### src/rtl/pxdiv_pkg.sv
package pxdiv_pkg;
  localparam int CFG_W    = 32;
  localparam int SEL_BIT  = 31;
  localparam int FRAC_W   = 12;
  localparam int FRAC_LSB = 16;
  localparam int MIN_DIV  = 2;
endpackage

### src/rtl/pxdiv_cfg.sv
module pxdiv_cfg
  import pxdiv_pkg::*;
#(
  parameter int DIV_W = 12
) (
  input  logic              clk,
  input  logic              rst_n,
  input  logic              we,
  input  logic [CFG_W-1:0]  wdata,
  input  logic              load,
  output logic [DIV_W-1:0]  act_last,
  output logic [FRAC_W-1:0] act_frac,
  output logic              act_sel
);
  localparam logic [DIV_W-1:0] MIN_D   = DIV_W'(MIN_DIV);
  localparam logic [DIV_W-1:0] RST_LAST = DIV_W'(MIN_DIV - 1);

  logic [DIV_W-1:0]  pend_last;
  logic [FRAC_W-1:0] pend_frac;
  logic              pend_sel;
  logic [DIV_W-1:0]  w_div;
  logic [DIV_W-1:0]  w_eff;

  always_comb begin
    w_div = wdata[DIV_W-1:0];
    w_eff = (w_div < MIN_D) ? MIN_D : w_div;
  end

  always_ff @(posedge clk) begin
    if (!rst_n) begin
      pend_last <= RST_LAST;
      pend_frac <= '0;
      pend_sel  <= 1'b0;
    end else if (we) begin
      pend_last <= w_eff - 1'b1;
      pend_frac <= wdata[FRAC_LSB +: FRAC_W];
      pend_sel  <= wdata[SEL_BIT];
    end
  end

  always_ff @(posedge clk) begin
    if (!rst_n) begin
      act_last <= RST_LAST;
      act_frac <= '0;
      act_sel  <= 1'b0;
    end else if (load) begin
      act_last <= pend_last;
      act_frac <= pend_frac;
      act_sel  <= pend_sel;
    end
  end


  settings_hold_chk: assert property (@(posedge clk) disable iff (!rst_n)
    !load |=> $stable({act_last, act_frac, act_sel}));


  min_div_chk: assert property (@(posedge clk) disable iff (!rst_n)
    act_last != '0);
endmodule

### src/rtl/pxdiv_count.sv
module pxdiv_count #(
  parameter int DIV_W = 12
) (
  input  logic             clk,
  input  logic             rst_n,
  input  logic             tick,
  input  logic [DIV_W-1:0] last,
  output logic             tc
);
  logic [DIV_W-1:0] cnt;

  assign tc = tick && (cnt == last);

  always_ff @(posedge clk) begin
    if (!rst_n)      cnt <= '0;
    else if (tc)     cnt <= '0;
    else if (tick)   cnt <= cnt + 1'b1;
  end


  cnt_bound_chk: assert property (@(posedge clk) disable iff (!rst_n)
    cnt <= last);
endmodule

### src/rtl/pxdiv_frac.sv
module pxdiv_frac
  import pxdiv_pkg::*;
(
  input  logic              clk,
  input  logic              rst_n,
  input  logic              pulse,
  input  logic [FRAC_W-1:0] frac,
  output logic              en
);
  logic [FRAC_W-1:0] acc;
  logic [FRAC_W:0]   sum;

  assign sum = {1'b0, acc} + {1'b0, frac};

  always_ff @(posedge clk) begin
    if (!rst_n) begin
      acc <= '0;
      en  <= 1'b0;
    end else begin
      en <= pulse && !sum[FRAC_W];
      if (pulse) acc <= sum[FRAC_W-1:0];
    end
  end


  zero_frac_pass_chk: assert property (@(posedge clk) disable iff (!rst_n)
    (pulse && frac == '0) |=> en);
endmodule

### src/rtl/pxdiv_strobe_gen.sv
module pxdiv_strobe_gen
  import pxdiv_pkg::*;
#(
  parameter int DIV_W = 12
) (
  input  logic             clk,
  input  logic             rst_n,
  input  logic             cfg_we,
  input  logic [CFG_W-1:0] cfg_wdata,
  input  logic             tick_main,
  input  logic             tick_alt,
  output logic             pix_en
);
  logic [DIV_W-1:0]  act_last;
  logic [FRAC_W-1:0] act_frac;
  logic              act_sel;
  logic              tick_sel;
  logic              tc;

  assign tick_sel = act_sel ? tick_alt : tick_main;

  pxdiv_cfg #(.DIV_W(DIV_W)) u_cfg (
    .clk(clk), .rst_n(rst_n), .we(cfg_we), .wdata(cfg_wdata), .load(tc),
    .act_last(act_last), .act_frac(act_frac), .act_sel(act_sel)
  );

  pxdiv_count #(.DIV_W(DIV_W)) u_count (
    .clk(clk), .rst_n(rst_n), .tick(tick_sel), .last(act_last), .tc(tc)
  );

  pxdiv_frac u_frac (
    .clk(clk), .rst_n(rst_n), .pulse(tc), .frac(act_frac), .en(pix_en)
  );


  one_cycle_chk: assert property (@(posedge clk) disable iff (!rst_n)
    pix_en |=> !pix_en);


  tick_cause_chk: assert property (@(posedge clk) disable iff (!rst_n)
    $rose(pix_en) |-> $past(tick_sel));
endmodule

### config.mk
export PLATFORM = sky130hd
export DESIGN_NAME = pxdiv_strobe_gen
export DESIGN_NICKNAME = d
export VERILOG_FILES = /design/src/rtl/pxdiv_pkg.sv /design/src/rtl/pxdiv_cfg.sv /design/src/rtl/pxdiv_count.sv /design/src/rtl/pxdiv_frac.sv /design/src/rtl/pxdiv_strobe_gen.sv
export SDC_FILE = /design/constraint.sdc
export NUM_CORES = 1
export LEC_CHECK = 0
export ABC_AREA = 1
export CORE_ASPECT_RATIO = 1.25
export CORE_MARGIN = 2
export CORE_UTILIZATION = 62
export CTS_CLUSTER_DIAMETER = 100
export DETAILED_ROUTE_END_ITERATION = 12
export PLACE_DENSITY = 0.89
export SLEW_MARGIN = 0
export SYNTH_ARGS = -nofsm -noshare
export SYNTH_HDL_FRONTEND = slang
export SYNTH_SLANG_ARGS = --single-unit
### constraint.sdc
create_clock -name clk -period 4.8 [get_ports clk]
set_input_delay 0.72 -clock clk [delete_from_list [all_inputs] [get_ports clk]]
set_output_delay 0.72 -clock clk [all_outputs]
set_load 0.01 [all_outputs]
# Word level (Yosys, flattened, before mapping)
# Index checks and enable logic that the tools add are counted.
[totals]
regBits = 75
latch_bits = 0
ramBits = 0
rom_bits = 0
inputBits = 37
output_inout_bits = 1
word_cells = 21
mem_count = 0
[op_classes]
n_addsub = 3
n_mul = 0
div = 0
order_cmp = 1
eq_ne = 1
shifts = 0
muxes = 2
bitwise = 1
n_reduce_logical = 4
[ops]
columns = ["cell", "n"]
rows = [
  ["$add 12x12->13", 1],
  ["$add 12x1->12 const B", 1],
  ["$eq 12x12->1", 1],
  ["$lt 12x2->1 const B", 1],
  ["$mux 12", 1],
  ["$sub 12x1->12 const B", 1],
  ["$logic_and 1x1->1", 2],
  ["$reduce_or 2->1", 1],
  ["$logic_not 1->1", 1],
  ["$mux 1", 1],
  ["$not 1->1", 1],
]

# Longest topological paths before layout
[logic_depth]
depth_word = 3
ltp_mapped = 15
mapped_depth_nobuf = 15

# Hierarchy
# A second synthesis with hierarchy kept.
[unflattened]
hier_cells = 603
area_unflattened_um2 = 4043.9
[by_module_without_submodules]
columns = ["module", "n_inst", "cells_per_inst", "area_per_inst_um2", "seq_area_each_um2"]
rows = [
  ["pxdiv_cfg", 1, 259, 1961.9, 1001.0],
  ["pxdiv_frac", 1, 185, 1137.3, 260.2],
  ["pxdiv_count", 1, 155, 929.6, 240.2],
  ["pxdiv_strobe_gen", 1, 4, 15.0, 0.0],
]

# Worst setup path before layout
# Ideal clock, no wire load.
[synth_timing]
path_kind = "in2reg"
start = "in cfg_wdata[6]"
end = "reg u_cfg.pend_last[10]"
setup_ns = 0.115
t_arrival_ns = 2.203
required_time_ns = 4.685
path_slack_ns = 2.482
cell_stages = 14
path_buffers = 0
cell_sequence = "or2_2 nor2_1 nand2_1 nand2_1 ha_1 inv_1 nor2_1 nand3_1 nor2_1 nand2_1 nand2_1 nand2_1 o21ai_0 inv_1"
[synth_via]
elab_chain_cells = 3
[synth_lines]
columns = ["element", "line", "source"]
rows = [
  ["start: declaration", "pxdiv_strobe_gen.sv:9", "input logic [CFG_W-1:0] cfg_wdata,"],
  ["$lt 12x2->1", "pxdiv_cfg.sv:26", "w_eff = (w_div < MIN_D) ? MIN_D : w_div;"],
  ["$mux 12 *", "pxdiv_cfg.sv:26", ""],
  ["$sub 12x1->12 *", "pxdiv_cfg.sv:35", "pend_last <= w_eff - 1'b1;"],
  ["end signal: assignment", "pxdiv_cfg.sv:35", ""],
  ["end: declaration", "pxdiv_cfg.sv:18", "logic [DIV_W-1:0] pend_last;"],
]
# Mark *: on every way between the ends. The rest lies on a longest branch, timed or not.
# A chain may end at the register's enable or synchronous reset.

# Final worst setup path
[layout_timing]
start = "in cfg_wdata[7]"
end = "reg u_cfg.pend_last[10]"
# Same word-level chain as after synthesis.

==> run metrics <==
Detailed Place HPWL=a little over 6000 um; total track usage=around a quarter; maximum capacitance violations=0; placed cells=between 700 and 800; WL per Instance=roughly 12 um; Die X=76.2 um; Final Hold Viols=0; max-slew violations=0; die height=~94 um; CP arrival=3.00 ns; synthesized area per cell=~6.6 um2; flop2flop setup slack=about 2.6 ns; Worst Skew=roughly 0.012 ns; post-synth cell types=32; syn_nets=666; number of top-level pins=38; setup TNS=0 ns; CTS hold repair buffers=0; First-pass DRT Iterations=5; largest net degree at the start of global routing=61; final cell count without fillers=between 700 and 800; total grt overflow=0; Switch Pwr=around 0.00037 W; most common cell after layout, fill and taps aside=nand2_1; register bit count reported by yosys=75; most frequent cells in the layout=nand2_1, nor2_1, dfxtp_1, inv_1, nand3_1; outcome=finished clean; Clock Sinks=75; fraction of layout cells with a size suffix above 1=under 10%; top layer in use=met4; clock period minus worst slack=approximately 2.7 ns; Slew @ Worst Pin=approximately 1 ns; Site Rows=32; Max VDD drop=236 uV; Worst setup EP type=register; DRC viols=0; Initial Util=64.7%; leakage=2.18 nW; root buf cell=clkbuf_8; Req. time, crit path=5.05 ns; Via density=around 5.2; gp weighted congestion=0.883; vias=about 3.8k; sequential share of power=50.1%; P_int=0.000965 W; PwrDens=around 300 nW/um2; Clk network pwr share=37.3%; Sw Ratio=between 20 and 30%; dpl ws=1.70 ns; Crit Path Max Fanout=5; PortBufs=30; Mapped Cells=around 600; die area=just over 7000 um2; fmax=0.364 GHz; Antenna Nets Post-Route=0; Min Hold Slack=around 0.45 ns; met1 wire length=between 3000 and 4000 um; layout net count=~700; final setup vio count=0; setup ws final=between 2 and 2.5 ns; met3 WL post-DR=about 360 um; Routed WL=between 8000 and 9000 um; Post-Syn Area=~4000 um2; yosys warns=0; Clock Latency Late Sink=between 0.3 and 0.4 ns; CTS Buf Count=9; # H-tree levels=3; Logic pwr share=roughly an eighth; Startpoint Class=input port; critical-path cell list=clkdlybuf4s50_1 > or2_2 > nor2_1 > nand2_1 > nand2_1 > ha_1 > inv_1 > nor2_1 > nand3_1 > nor2_1 > nand2_1 > nand2_1 > nand2_1 > o21ai_0 > inv_1; crit share post-route=between 50% and 60%; unrepaired setup endpoints after global routing=no; Rel. slew slack=~33%; CORE AREA=about 6200 um2; First DRT Iteration DRCs=around 200; Diodes inserted=0; P&R area growth vs syn=12.3%; CTS max path bufs=2; Worst-path clk slew=around 0.080 ns; cells resized by post-CTS repair=0; initial antenna violation count=0; CTS tree=yes; register area share after synthesis=between 30% and 40%; number of setup buffers added after CTS=0; hold crit path type=reg2reg; Slowest Stage Delay on Critical Path=~0.48 ns; number of global-route vias before repair=around 3.7k; Critical-path top delay cell=clkdlybuf4s50_1; met2 WL=4250 um; Design Power=between 0.001 and 0.0015 W; cell mode on critical path=nand2_1; first-pass GRT wire length=about 15000 um; critical path type=in2reg
## cell type report
cell class / count / area, um2
inverter: 72 / 275
sequential: 75 / 1500
fill: 506 / 1710
tap: 85 / 106
clock buffer: 10 / 128
clock inverter: 6 / 71.3
multi-input combinational: 449 / 2150
timing repair buffer: 31 / 303
## per-stage QoR
step                      util, %  instance area (um2)
after floorplan                 -                 4040
after global placement       69.4                 4340
after detailed placement     69.4                 4340
after CTS                    72.6                 4540
after global routing         72.6                 4540
final                        72.6                 4540
## cells by family after synthesis
logic type | count (synthesis) | share of synthesized area [%]
flops | 75 | 37.2
fa+ha+maj | 15 | 4.83
buf+inv | 90 | 9.57
compound gates | 60 | 7.62
xor+xnor | 15 | 3.25
simple gates | 359 | 37.5
## synthesized netlist by cell type
cell type | count | area (um2)
nand3_4 | 1 | 17.5
buf_4 | 2 | 15.0
o211ai_1 | 1 | 7.51
nand3_1 | 52 | 260
inv_2 | 5 | 18.8
buf_1 | 1 | 3.75
a31oi_1 | 2 | 12.5
nand2_1 | 176 | 661
clkbuf_1 | 9 | 33.8
inv_6 | 1 | 8.76
buf_2 | 2 | 10.0
dfxtp_1 | 75 | 1500
a21oi_1 | 18 | 90.1
inv_1 | 66 | 248
ha_1 | 14 | 175
fa_1 | 1 | 20.0
nor2_2 | 3 | 18.8
buf_8 | 1 | 15.0
a21o_1 | 1 | 7.51
nor2_4 | 2 | 22.5
nor2_1 | 95 | 357
nand3b_1 | 1 | 7.51
o21ai_0 | 36 | 180
o21ai_1 | 2 | 10.0
and2_1 | 1 | 6.26
xor2_1 | 10 | 87.6
buf_6 | 3 | 33.8
xnor2_1 | 5 | 43.8
nand2_2 | 11 | 68.8
nand4_1 | 7 | 43.8
or2_2 | 3 | 18.8
nor3_1 | 7 | 35.0
## state kept, by name, summed over array words and instances, names as in the netlist
signal and flops:
u_cfg.pend_frac 12, u_cfg.act_frac 12, u_cfg.act_sel 1, u_count.cnt 12, u_cfg.pend_sel 1, u_cfg.act_last 12
u_cfg.pend_last 12, u_frac.en 1, u_frac.acc 12
## path summary, 6_finish.rpt
path | startpoint | end | depth (start not counted)
worst max-delay path | cfg_wdata[7] | u_cfg.pend_last[10] | 15
worst min-delay path | u_cfg.pend_last[4] | u_cfg.act_last[4] | 2
worst max register to register | u_count.cnt[3] | u_count.cnt[9] | 9
worst min register to register | u_cfg.pend_last[4] | u_cfg.act_last[4] | 2
## layer usage
| layer | vias up | track usage, % |
|---|---|---|
| met2 | 95 | 45.4 |
| met4 | 0 | 10.3 |
| met3 | 14 | 5.48 |
| met5 | - | 0 |
| met1 | 1706 | 31.2 |
| li1 | 1976 | - |
## worst max-delay path, delay by kind of cell
family	cells	cell delay, ns
and+or+nand+nor	10	1.40
AOI/OAI and AO/OA	1	0.15
buffers and inverters	3	0.58
adders and majority gates	1	0.15
## power groups by stage
stage | Combinational [W] | Sequential, W | Clock [W]
after floorplan | 0.000124 | 0.000679 | 0
after global placement | 0.000161 | 0.000683 | 0
after detailed placement | 0.000166 | 0.000684 | 0
after CTS | 0.000169 | 0.000670 | 0.000501
after global routing | 0.000194 | 0.000673 | 0.000528
final | 0.000169 | 0.000670 | 0.000499
No activity file was read; power rests on OpenSTA's default activity.
